[src/rtl/ext_irq_capture_pkg.sv]
package ext_irq_capture_pkg;

   typedef enum logic {
      TRIG_LEVEL = 1'b0,
      TRIG_EDGE  = 1'b1
   } trig_mode_e;

   typedef struct packed {
      logic set_evt;
      logic line_act;
      logic pulse_mode;
   } flag_ctl_t;

endpackage

[src/rtl/eirq_sync.sv]
module eirq_sync #(
   parameter int   STAGES    = 2,
   parameter logic RST_LEVEL = 1'b1
) (
   input  logic clk,
   input  logic rst_n,
   input  logic async_i,
   output logic sync_o
);

   localparam int LAST = STAGES - 1;

   generate
      if (STAGES < 2) begin : g_bad_stages
         $error("eirq_sync: STAGES must be at least 2");
      end
   endgenerate

   logic [LAST:0] stage_q;

   generate
      for (genvar s = 0; s < STAGES; s++) begin : g_stage
         if (s == 0) begin : g_first
            always_ff @(posedge clk or negedge rst_n) begin
               if (!rst_n) stage_q[s] <= RST_LEVEL;
               else        stage_q[s] <= async_i;
            end
         end else begin : g_next
            always_ff @(posedge clk or negedge rst_n) begin
               if (!rst_n) stage_q[s] <= RST_LEVEL;
               else        stage_q[s] <= stage_q[s-1];
            end
         end
      end
   endgenerate

   assign sync_o = stage_q[LAST];

endmodule

[src/rtl/eirq_fall_detect.sv]
module eirq_fall_detect #(
   parameter logic IDLE_LEVEL = 1'b1
) (
   input  logic clk,
   input  logic rst_n,
   input  logic level_i,
   output logic fall_o
);

   logic prev_q;

   always_ff @(posedge clk or negedge rst_n) begin
      if (!rst_n) prev_q <= IDLE_LEVEL;
      else        prev_q <= level_i;
   end

   assign fall_o = prev_q & ~level_i;

   // a fall needs a high sample before it, so two in a row cannot occur
   AST_FALL_ISOLATED: assert property (@(posedge clk) disable iff (!rst_n)
      fall_o |=> !fall_o);

endmodule

[src/rtl/eirq_flag.sv]
module eirq_flag
   import ext_irq_capture_pkg::*;
(
   input  logic      clk,
   input  logic      rst_n,
   input  flag_ctl_t ctl_i,
   input  logic      ack_i,
   input  logic      we_i,
   input  logic      wdata_i,
   output logic      flag_o
);

   logic flag_q;
   logic flag_d;

   always_comb begin
      flag_d = flag_q;
      if (ctl_i.pulse_mode) begin
         if (ctl_i.set_evt)  flag_d = 1'b1;
         else if (we_i)      flag_d = wdata_i;
         else if (ack_i)     flag_d = 1'b0;
      end else begin
         if (we_i)           flag_d = wdata_i;
         else                flag_d = ctl_i.line_act;
      end
   end

   always_ff @(posedge clk or negedge rst_n) begin
      if (!rst_n) flag_q <= 1'b0;
      else        flag_q <= flag_d;
   end

   assign flag_o = flag_q;

   AST_EVENT_BEATS_ACK: assert property (@(posedge clk) disable iff (!rst_n)
      (ctl_i.pulse_mode && ctl_i.set_evt) |=> flag_o);

   AST_ACK_CLEARS: assert property (@(posedge clk) disable iff (!rst_n)
      (ctl_i.pulse_mode && ack_i && !ctl_i.set_evt && !we_i) |=> !flag_o);

   AST_SW_LOAD: assert property (@(posedge clk) disable iff (!rst_n)
      (we_i && !(ctl_i.pulse_mode && ctl_i.set_evt)) |=> (flag_o == $past(wdata_i)));

   AST_LEVEL_TRACK: assert property (@(posedge clk) disable iff (!rst_n)
      (!ctl_i.pulse_mode && !we_i && ctl_i.line_act) |=> flag_o);

endmodule

[src/rtl/ext_irq_capture.sv]
module ext_irq_capture
   import ext_irq_capture_pkg::*;
#(
   parameter int SYNC_STAGES  = 2,
   parameter bit ADC_TAKEOVER = 1'b1
) (
   input  logic clk,
   input  logic rst_n,
   input  logic pin_n,
   input  logic adc_done,
   input  logic src_adc_sel,
   input  logic mode_edge,
   input  logic vec_ack,
   input  logic sw_we,
   input  logic sw_wdata,
   output logic req_flag
);

   localparam logic PIN_IDLE = 1'b1;

   generate
      if (SYNC_STAGES < 2) begin : g_bad_cfg
         $error("ext_irq_capture: SYNC_STAGES must be at least 2");
      end
   endgenerate

   logic       pin_sync;
   logic       pin_fall;
   logic       use_adc;
   trig_mode_e trig;
   flag_ctl_t  ctl;

   eirq_sync #(
      .STAGES    (SYNC_STAGES),
      .RST_LEVEL (PIN_IDLE)
   ) i_sync (
      .clk     (clk),
      .rst_n   (rst_n),
      .async_i (pin_n),
      .sync_o  (pin_sync)
   );

   eirq_fall_detect #(
      .IDLE_LEVEL (PIN_IDLE)
   ) i_fall (
      .clk     (clk),
      .rst_n   (rst_n),
      .level_i (pin_sync),
      .fall_o  (pin_fall)
   );

   assign trig = trig_mode_e'(mode_edge);

   generate
      if (ADC_TAKEOVER) begin : g_adc_mux
         assign use_adc = src_adc_sel;
         always_comb begin
            ctl.pulse_mode = use_adc | (trig == TRIG_EDGE);
            ctl.set_evt    = use_adc ? adc_done : pin_fall;
            ctl.line_act   = ~pin_sync;
         end
      end else begin : g_pin_only
         assign use_adc = 1'b0;
         always_comb begin
            ctl.pulse_mode = (trig == TRIG_EDGE);
            ctl.set_evt    = pin_fall;
            ctl.line_act   = ~pin_sync;
         end
      end
   endgenerate

   eirq_flag i_flag (
      .clk     (clk),
      .rst_n   (rst_n),
      .ctl_i   (ctl),
      .ack_i   (vec_ack),
      .we_i    (sw_we),
      .wdata_i (sw_wdata),
      .flag_o  (req_flag)
   );

   AST_ADC_PIN_IGNORED: assert property (@(posedge clk) disable iff (!rst_n)
      (use_adc && !adc_done && !sw_we && !req_flag) |=> !req_flag);

   AST_ADC_PULSE_SETS: assert property (@(posedge clk) disable iff (!rst_n)
      (use_adc && adc_done) |=> req_flag);

   AST_RESET_CLEAR: assert property (@(posedge clk)
      !rst_n |=> !req_flag);

endmodule

[config.mk]
export PLATFORM = sky130hd
export DESIGN_NAME = ext_irq_capture
export DESIGN_NICKNAME = d
export VERILOG_FILES = /design/src/rtl/ext_irq_capture_pkg.sv /design/src/rtl/eirq_sync.sv /design/src/rtl/eirq_fall_detect.sv /design/src/rtl/eirq_flag.sv /design/src/rtl/ext_irq_capture.sv
export SDC_FILE = /design/constraint.sdc
export NUM_CORES = 1
export LEC_CHECK = 0
export BUFFER_PORTS_ARGS = -buffer_cell sky130_fd_sc_hd__buf_2
export CAP_MARGIN = 30
export CORE_AREA = 3 3 40 42
export CTS_CLUSTER_DIAMETER = 80
export DETAILED_ROUTE_END_ITERATION = 12
export DIE_AREA = 0 0 43 45
export PLACE_DENSITY = 0.3
export SETUP_SLACK_MARGIN = 0.2
export SYNTH_ARGS = -nofsm -noshare
export SYNTH_HDL_FRONTEND = slang
export SYNTH_SLANG_ARGS = --single-unit
[constraint.sdc]
create_clock -name clk -period 2.6 [get_ports clk]
set_input_delay 0.52 -clock clk [delete_from_list [all_inputs] [get_ports clk]]
set_output_delay 0.52 -clock clk [all_outputs]
set_load 0.02 [all_outputs]
# After elaboration in Yosys (flattened, before gate mapping)
# Index checks and enable logic that the tools add are counted.
# W data, S select, Z words.
[totals]
ff_bits = 4
latchBits = 0
ramBits = 0
rom_bits = 0
in_bits = 9
out_inout_bits = 1
word_cells = 14
mem_count = 0
[op_classes]
add_sub_neg = 0
multipliers = 0
n_div = 0
magnitude_cmp = 0
eq_ne = 1
shifts = 0
n_mux = 6
bitwise = 3
n_reduce_logical = 0
[op_table]
columns = ["op", "n"]
rows = [
  ["$mux W1", 6],
  ["$ne A4 B3 Y1 const B", 1],
  ["$and A1 B1 Y1", 1],
  ["$not A1 Y1", 1],
  ["$or A1 B1 Y1", 1],
]

# Longest topological paths before layout
# Gate-level depths: netlist (run 1).
[depth]
word_depth = 5
mapped_depth = 3

# Cells and area by module
# A second synthesis (run 1) with hierarchy kept.
[unflattened]
hier_cells = 12
area_unflattened_um2 = 175.2
[modules_own_cells]
columns = ["module", "n_inst", "cells_each", "area_per_inst_um2"]
rows = [
  ["eirq_flag", 1, 5, 57.6],
  ["eirq_sync", 1, 2, 52.6],
  ["eirq_fall_detect", 1, 2, 40.0],
  ["ext_irq_capture", 1, 3, 25.0],
]

# Least setup slack after synthesis (run 1)
# Ideal clock, no wire load.
[synth_path]
path_kind = "input-to-reg"
from = "input port sw_we"
to = "register i_flag.flag_q, in the netlist i_flag.flag_o"
setup_ps = 134
arrival_time_ps = 896
t_required_ps = 2466
path_slack_ps = 1570
cell_stages = 2
path_cell_list = "a222oi_1 -> o21ai_1"
[synth_between]
elab_chain_cells = 3
word_cells_on_any_way = 5
classes_between = "1 x eq/ne; 4 x mux"
[synth_rtl]
columns = ["item", "line_no", "text"]
rows = [
  ["start, declared", "ext_irq_capture.sv:14", "input logic sw_we,"],
  ["$mux W1", "eirq_flag.sv:20", "else if (we_i) flag_d = wdata_i;"],
  ["$mux W1", "eirq_flag.sv:19", "if (ctl_i.set_evt) flag_d = 1'b1;"],
  ["$mux W1", "eirq_flag.sv:18", "if (ctl_i.pulse_mode) begin"],
  ["end signal, assigned", "eirq_flag.sv:30", "else flag_q <= flag_d;"],
  ["end, declared", "eirq_flag.sv:13", "logic flag_q;"],
]
# Several ways; a longest one is shown, not always the timed one.
# A chain may end at the register's enable or synchronous reset.

# Worst setup path after layout (run 1)
[layout_path]
from = "register i_flag.flag_q, in the netlist i_flag.flag_o"
to = "output port req_flag"
[layout_rtl]
columns = ["item", "line_no", "text"]
rows = [
  ["end, declared", "ext_irq_capture.sv:16", "output logic req_flag"],
]
# No word-level cell between the ends.

==> metrics, run 1 <==
status=finished, final reports clean; initial antenna violation count=0; Chip Width=between 40 and 50 microns; final non-filler cell total=39; Post-Synthesis Net Count=20; Synth area leaders=dfstp_2, dfrtp_1, nor2_1, a222oi_1, a22oi_1; Synth Register Bits=4; slowest CP cell=dfrtp_1; mean post-synth cell area=12.9 sq um; DRC Markers=0; post-DP HPWL=~240 microns; GR Layer Usage met1=4.40%; reg2reg start=i_sync.sync_o; WL final=326 microns; measured slew at the worst slew-check pin=0.268 ns; Reg2Reg Depth=3; Mapped Area=between 100 and 150 sq um; root buf cell=clkbuf_4; WP buf/inv=1; Max-slew headroom=82.1%; total of max-cap violations=0; Yosys warning count=0; CP max stage delay=roughly 0.37 ns; clock share of power=about 50%; final net count=34; crit-path max FO=2; cell internal pwr=approximately 0.00013 W; Net Sw Frac=about 22%; vias post-DR=around 130; Diodes inserted=0; largest net degree at the start of global routing=5; Cell Chain, Critical Path=buf_2; post-CTS setup buffer count=0; placed instance count=35; die span in y=45 microns; Setup TNS=0 ns; Synth top area share=between 50% and 60%; CTS max path bufs=2; Initial Utilization=roughly 11%; static leakage=about 0.11 nW; Tmin final=1.29 ns; Power per Cell Area=between 700 and 800 nW/um^2; remaining antenna violation count after routing=0; Most Used Layer, Global Route=met4; f_max=roughly 780 MHz; final setup fails=0; critical path class=flip-flop to output port; startpoint types=flip-flop; Final Hold Violating Endpoints=0; sequential share of power=about two fifths; sequential area share after synthesis=between 70% and 80%; Synth cell types=6; IO Pins=10; most common cell after layout, fill and taps aside=buf_2; Worst setup EP type=output port; Core Area=1280 sq um; RSZ-0062 raised after global routing=no; met3 Usage GRT=between 4 and 5%; GRT Util Overall=under 10%; Port Buffers=9; global routing usage on met2=~4%; drt wl/cell=approximately 8.4 microns; leading area contributor after synthesis=dfstp_2; area grow syn2layout=63.7%; vias in the first global route=roughly 140; CTS Hold Bufs=0; synthesized instance count=11; final slew viol count=0; clock-pin slew on the worst setup and hold paths=~0.040 ns; H-tree Lvls=1; Worst Path Arrival=slightly below 0.8 ns; Num CTS Buffers=3; critical path required time=around 2.1 ns; share of layout cells above drive strength 1=~63%; GR Overflow Total=0; Combinational Power Share=about a tenth; TritonRoute pass-1 iters=4; Peak supply drop=around 0.22 mV; routability cong.=approximately 0.7; clock skew=approximately 0.0040 ns; Crit path max-delay family=flip-flops; clk_lat worst skew=about 0.24 ns; CTS tree=yes; CTS resizes=0; end of the worst register-to-register path=i_flag.flag_o; row cnt=13; flop-to-flop setup slack=roughly 1.5 ns; detail-routed via count per cell=around 3.3; die area=~1900 sq um; first-pass GRT wire length=just over 500 microns; Detailed Route Iter0 Violations=5; Final Cycle Share=about 50%; worst hold path type=input pin to asynchronous set/reset pin; CTS sink count=4; most frequent cells in the layout=buf_2, nor2_1, clkbuf_4, dfstp_2; P_sw=between 0.00003 and 0.00004 W
synthesized netlist by cell type:
library cell,n
a222oi_1,1
a22oi_1,1
dfrtp_1,1
dfstp_2,3
nor2_1,4
o21ai_1,1
final cells by class:
type | count | area (sq um)
Multi-Input combinational cell | 7 | 37.5
Clock buffer | 4 | 26.3
Timing Repair Buffer | 9 | 45.0
Fill cell | 146 | 1050
Tap cell | 15 | 18.8
Sequential cell | 4 | 104
per-layer routing:
layer | vias to the layer above | share of wire [%]
li1 | 66 | -
met1 | 49 | 46
met2 | 12 | 31
met3 | 0 | 23
met4 | 0 | 0
met5 | - | 0
flip-flops by register name (all words and copies together) (netlist names):
name,flops
i_flag.flag_o,1
i_sync.sync_o,1
i_sync.stage_q,1
i_fall.prev_q,1
kinds of logic after synthesis:
logic type       Yosys count  share of synthesized area [%]
AO/OA/AOI/OAI              3                           15.9
flip-flops                 4                           73.5
AND/OR/NAND/NOR            4                           10.6
worst register-to-register path, stage by stage, from the launching register on:
cell,delay [ns]
dfstp_2,0.54
nor2_1,0.05
a222oi_1,0.24
o21ai_1,0.11
power by group through the flow:
stage	clock (W)	sequential, W	combinational, W
finish	0.0000867	0.0000704	0.0000161
global route	0.0000986	0.0000707	0.0000182
CTS	0.0000922	0.0000703	0.0000165
detailed placement	0	0.0000710	0.0000165
global placement	0	0.0000710	0.0000162
floorplan	0	0.0000729	0.00000422
worst max-delay path by stage:
stage | start | to | cells past startpoint
2_1_floorplan | sw_we | i_flag.flag_o | 2
3_3_place_gp | sw_we | i_flag.flag_o | 3
3_5_place_dp | sw_we | i_flag.flag_o | 3
4_1_cts | i_flag.flag_o | req_flag | 1
5_1_grt | i_flag.flag_o | req_flag | 1
6_report | i_flag.flag_o | req_flag | 1
per-stage QoR:
| step | hold slack (ns) | area [sq um] | utilization [%] | total power (W) | worst slack (ns) |
|---|---|---|---|---|---|
| 2_1_floorplan | 0.224 | 141 | - | 0.0000771 | 1.57 |
| 3_3_place_gp | 0.328 | 205 | 16.0 | 0.0000872 | 1.40 |
| 3_5_place_dp | 0.329 | 205 | 16.0 | 0.0000875 | 1.36 |
| 4_1_cts | 0.0681 | 231 | 18.0 | 0.000179 | 1.31 |
| 5_1_grt | 0.0605 | 231 | 18.0 | 0.000188 | 1.28 |
| 6_report | 0.0757 | 231 | 18.0 | 0.000173 | 1.31 |
Note: power is estimated with default switching activity, not from simulation.
==> run 2, diff against run 1 <==
==> constraint.sdc (replaced) <==
create_clock -name clk -period 1.05 [get_ports clk]
set_input_delay 0.21 -clock clk [delete_from_list [all_inputs] [get_ports clk]]
set_output_delay 0.21 -clock clk [all_outputs]
set_load 0.02 [all_outputs]
==> run 2 against run 1 <==
Non-clock buffer count rose by 1. First-iteration DRC count did not move. Combinational power rose to 3.0 times the previous value. Clock-buffer cell count did not move. Wire length fell by 0.31%. Setup slack got worse by 1.3 ns. Via count rose by 9.4%. Sequential power rose by 150%. Utilization rose by 1.3 points. Critical path depth rose by 2. Critical endpoint is now i_flag.flag_o. Largest power group unchanged.
==> metrics, run 2 (synthesis results as in run 1) <==
most frequent cells in the layout=buf_2, nor2_1, clkbuf_4, dfstp_2; Max-slew headroom=82.2%; static leakage=0.112 nW; Worst Path Arrival=between 1 and 1.5 ns; Port Buffers=9; slowest CP cell=dfstp_2; share of layout cells above drive strength 1=around 60%; Peak supply drop=slightly above 0.6 mV; Crit path max-delay family=flip-flops; Power per Cell Area=approximately 1700 nW/um^2; total of max-cap violations=0; RSZ-0062 raised after global routing=yes; Diodes inserted=0; Cell Chain, Critical Path=nor2_1, a222oi_1, o21ai_1; most common cell after layout, fill and taps aside=buf_2; post-layout instance area=between 200 and 250 sq um; final slew viol count=0; clock skew=between 0.009 and 0.01 ns; placed instance count=35; Tmin final=1.02 ns; row cnt=13; startpoint types=flip-flop; die area=1940 sq um; GRT Util Overall=around 4.6%; vias in the first global route=approximately 140; vias post-DR=about 140; CP max stage delay=0.54 ns; Initial Utilization=between 10 and 15%; FILL cells=144; CTS tree=yes; GR Overflow Total=0; clk_lat worst skew=around 0.24 ns; first-pass GRT wire length=565 microns; detail-routed via count per cell=~3.5; post-CTS setup buffer count=0; Final Cycle Share=96.8%; die span in y=45 microns; CTS max path bufs=2; TritonRoute pass-1 iters=4; Detailed Route Iter0 Violations=5; area grow syn2layout=75.2%; largest net degree at the start of global routing=5; Core Area=between 1000 and 1500 sq um; Num CTS Buffers=3; DRC Markers=0; drt wl/cell=approximately 8.1 microns; H-tree Lvls=1; routability cong.=0.743; final net count=35; worst hold path type=input pin to flip-flop; critical path class=flip-flop to flip-flop; CTS sink count=4; WP buf/inv=0; final setup fails=0; measured slew at the worst slew-check pin=approximately 0.27 ns; Chip Width=between 40 and 50 microns; status=finished, final reports clean; Post-DP Area=a little over 200 sq um; initial antenna violation count=0; remaining antenna violation count after routing=0; f_max=984 MHz; Final Hold Violating Endpoints=0; IO Pins=10; clock-pin slew on the worst setup and hold paths=0.04 ns; crit-path max FO=3; WL final=~330 microns; root buf cell=clkbuf_4; critical path required time=about 1.2 ns; Worst setup EP type=flip-flop; Setup TNS=0 ns; final non-filler cell total=40
-- run 2: cell count changes in the layout (fill, tap and decap cells not counted) --
| cell | delta |
|---|---|
| dlygate4sd3_1 | +1 |
| buf_2 | -1 |
| buf_6 | +1 |
-- run 2: layout make-up --
cell class	instances	area, sq um	area share, %
repair buffers	10	61.3	24.7
multi-input cells	7	37.5	15.2
clock buffers	4	26.3	10.6
flip-flops and latches	4	104	41.9
well taps	15	18.8	7.58
-- run 2: final timing paths --
| kind | cells past startpoint | slack, ns | endpoint | startpoint |
|---|---|---|---|---|
| max | 3 | 0.03 | i_flag.flag_o | i_sync.sync_o |
| min | 1 | 0.08 | i_sync.stage_q[0] | pin_n |
| max reg2reg | 3 | 0.03 | i_flag.flag_o | i_sync.sync_o |
| min reg2reg | 0 | 0.35 | i_sync.sync_o | i_sync.stage_q[0] |
| max in group asynchronous | 2 | 0.53 | i_sync.sync_o | rst_n |
| min in group asynchronous | 2 | 0.30 | i_flag.flag_o | rst_n |
-- run 2: repair_timing --
action	4_1_cts	5_1_grt
gates cloned	0	0
setup endpoints to repair	2	2
hold buffers	1	0
resized for setup	2	0
endpoints found under the hold margin	4	0
-- run 2: routing by layer --
metal  GRT usage [%]  part of all wire, %
met2            3.89                   32
met4            5.42                    0
met5               0                    0
met1            5.12                   48
met3            4.78                   19
-- run 2: stage by stage --
stage | setup WS, ns | hold slack (ns) | util, % | total power [W]
after CTS | 0.0229 | 0.0715 | 19.3 | 0.000443
after detailed placement | 0.0157 | 0.0201 | 16.0 | 0.000217
after global routing | -0.118 | 0.0645 | 19.3 | 0.000467
after global placement | 0.0191 | 0.0163 | 16.0 | 0.000216
final | 0.0332 | 0.0825 | 19.3 | 0.000431
after floorplan | 0.0921 | -0.0856 | - | 0.000191
-- run 2: power breakdown --
group          internal [W]  leakage, nW  total (W)  switching, W
combinational     0.0000271       0.0543  0.0000475     0.0000204
sequential         0.000170       0.0428   0.000175    0.00000570
clock              0.000143       0.0150   0.000208     0.0000655
total              0.000339        0.112   0.000431     0.0000917
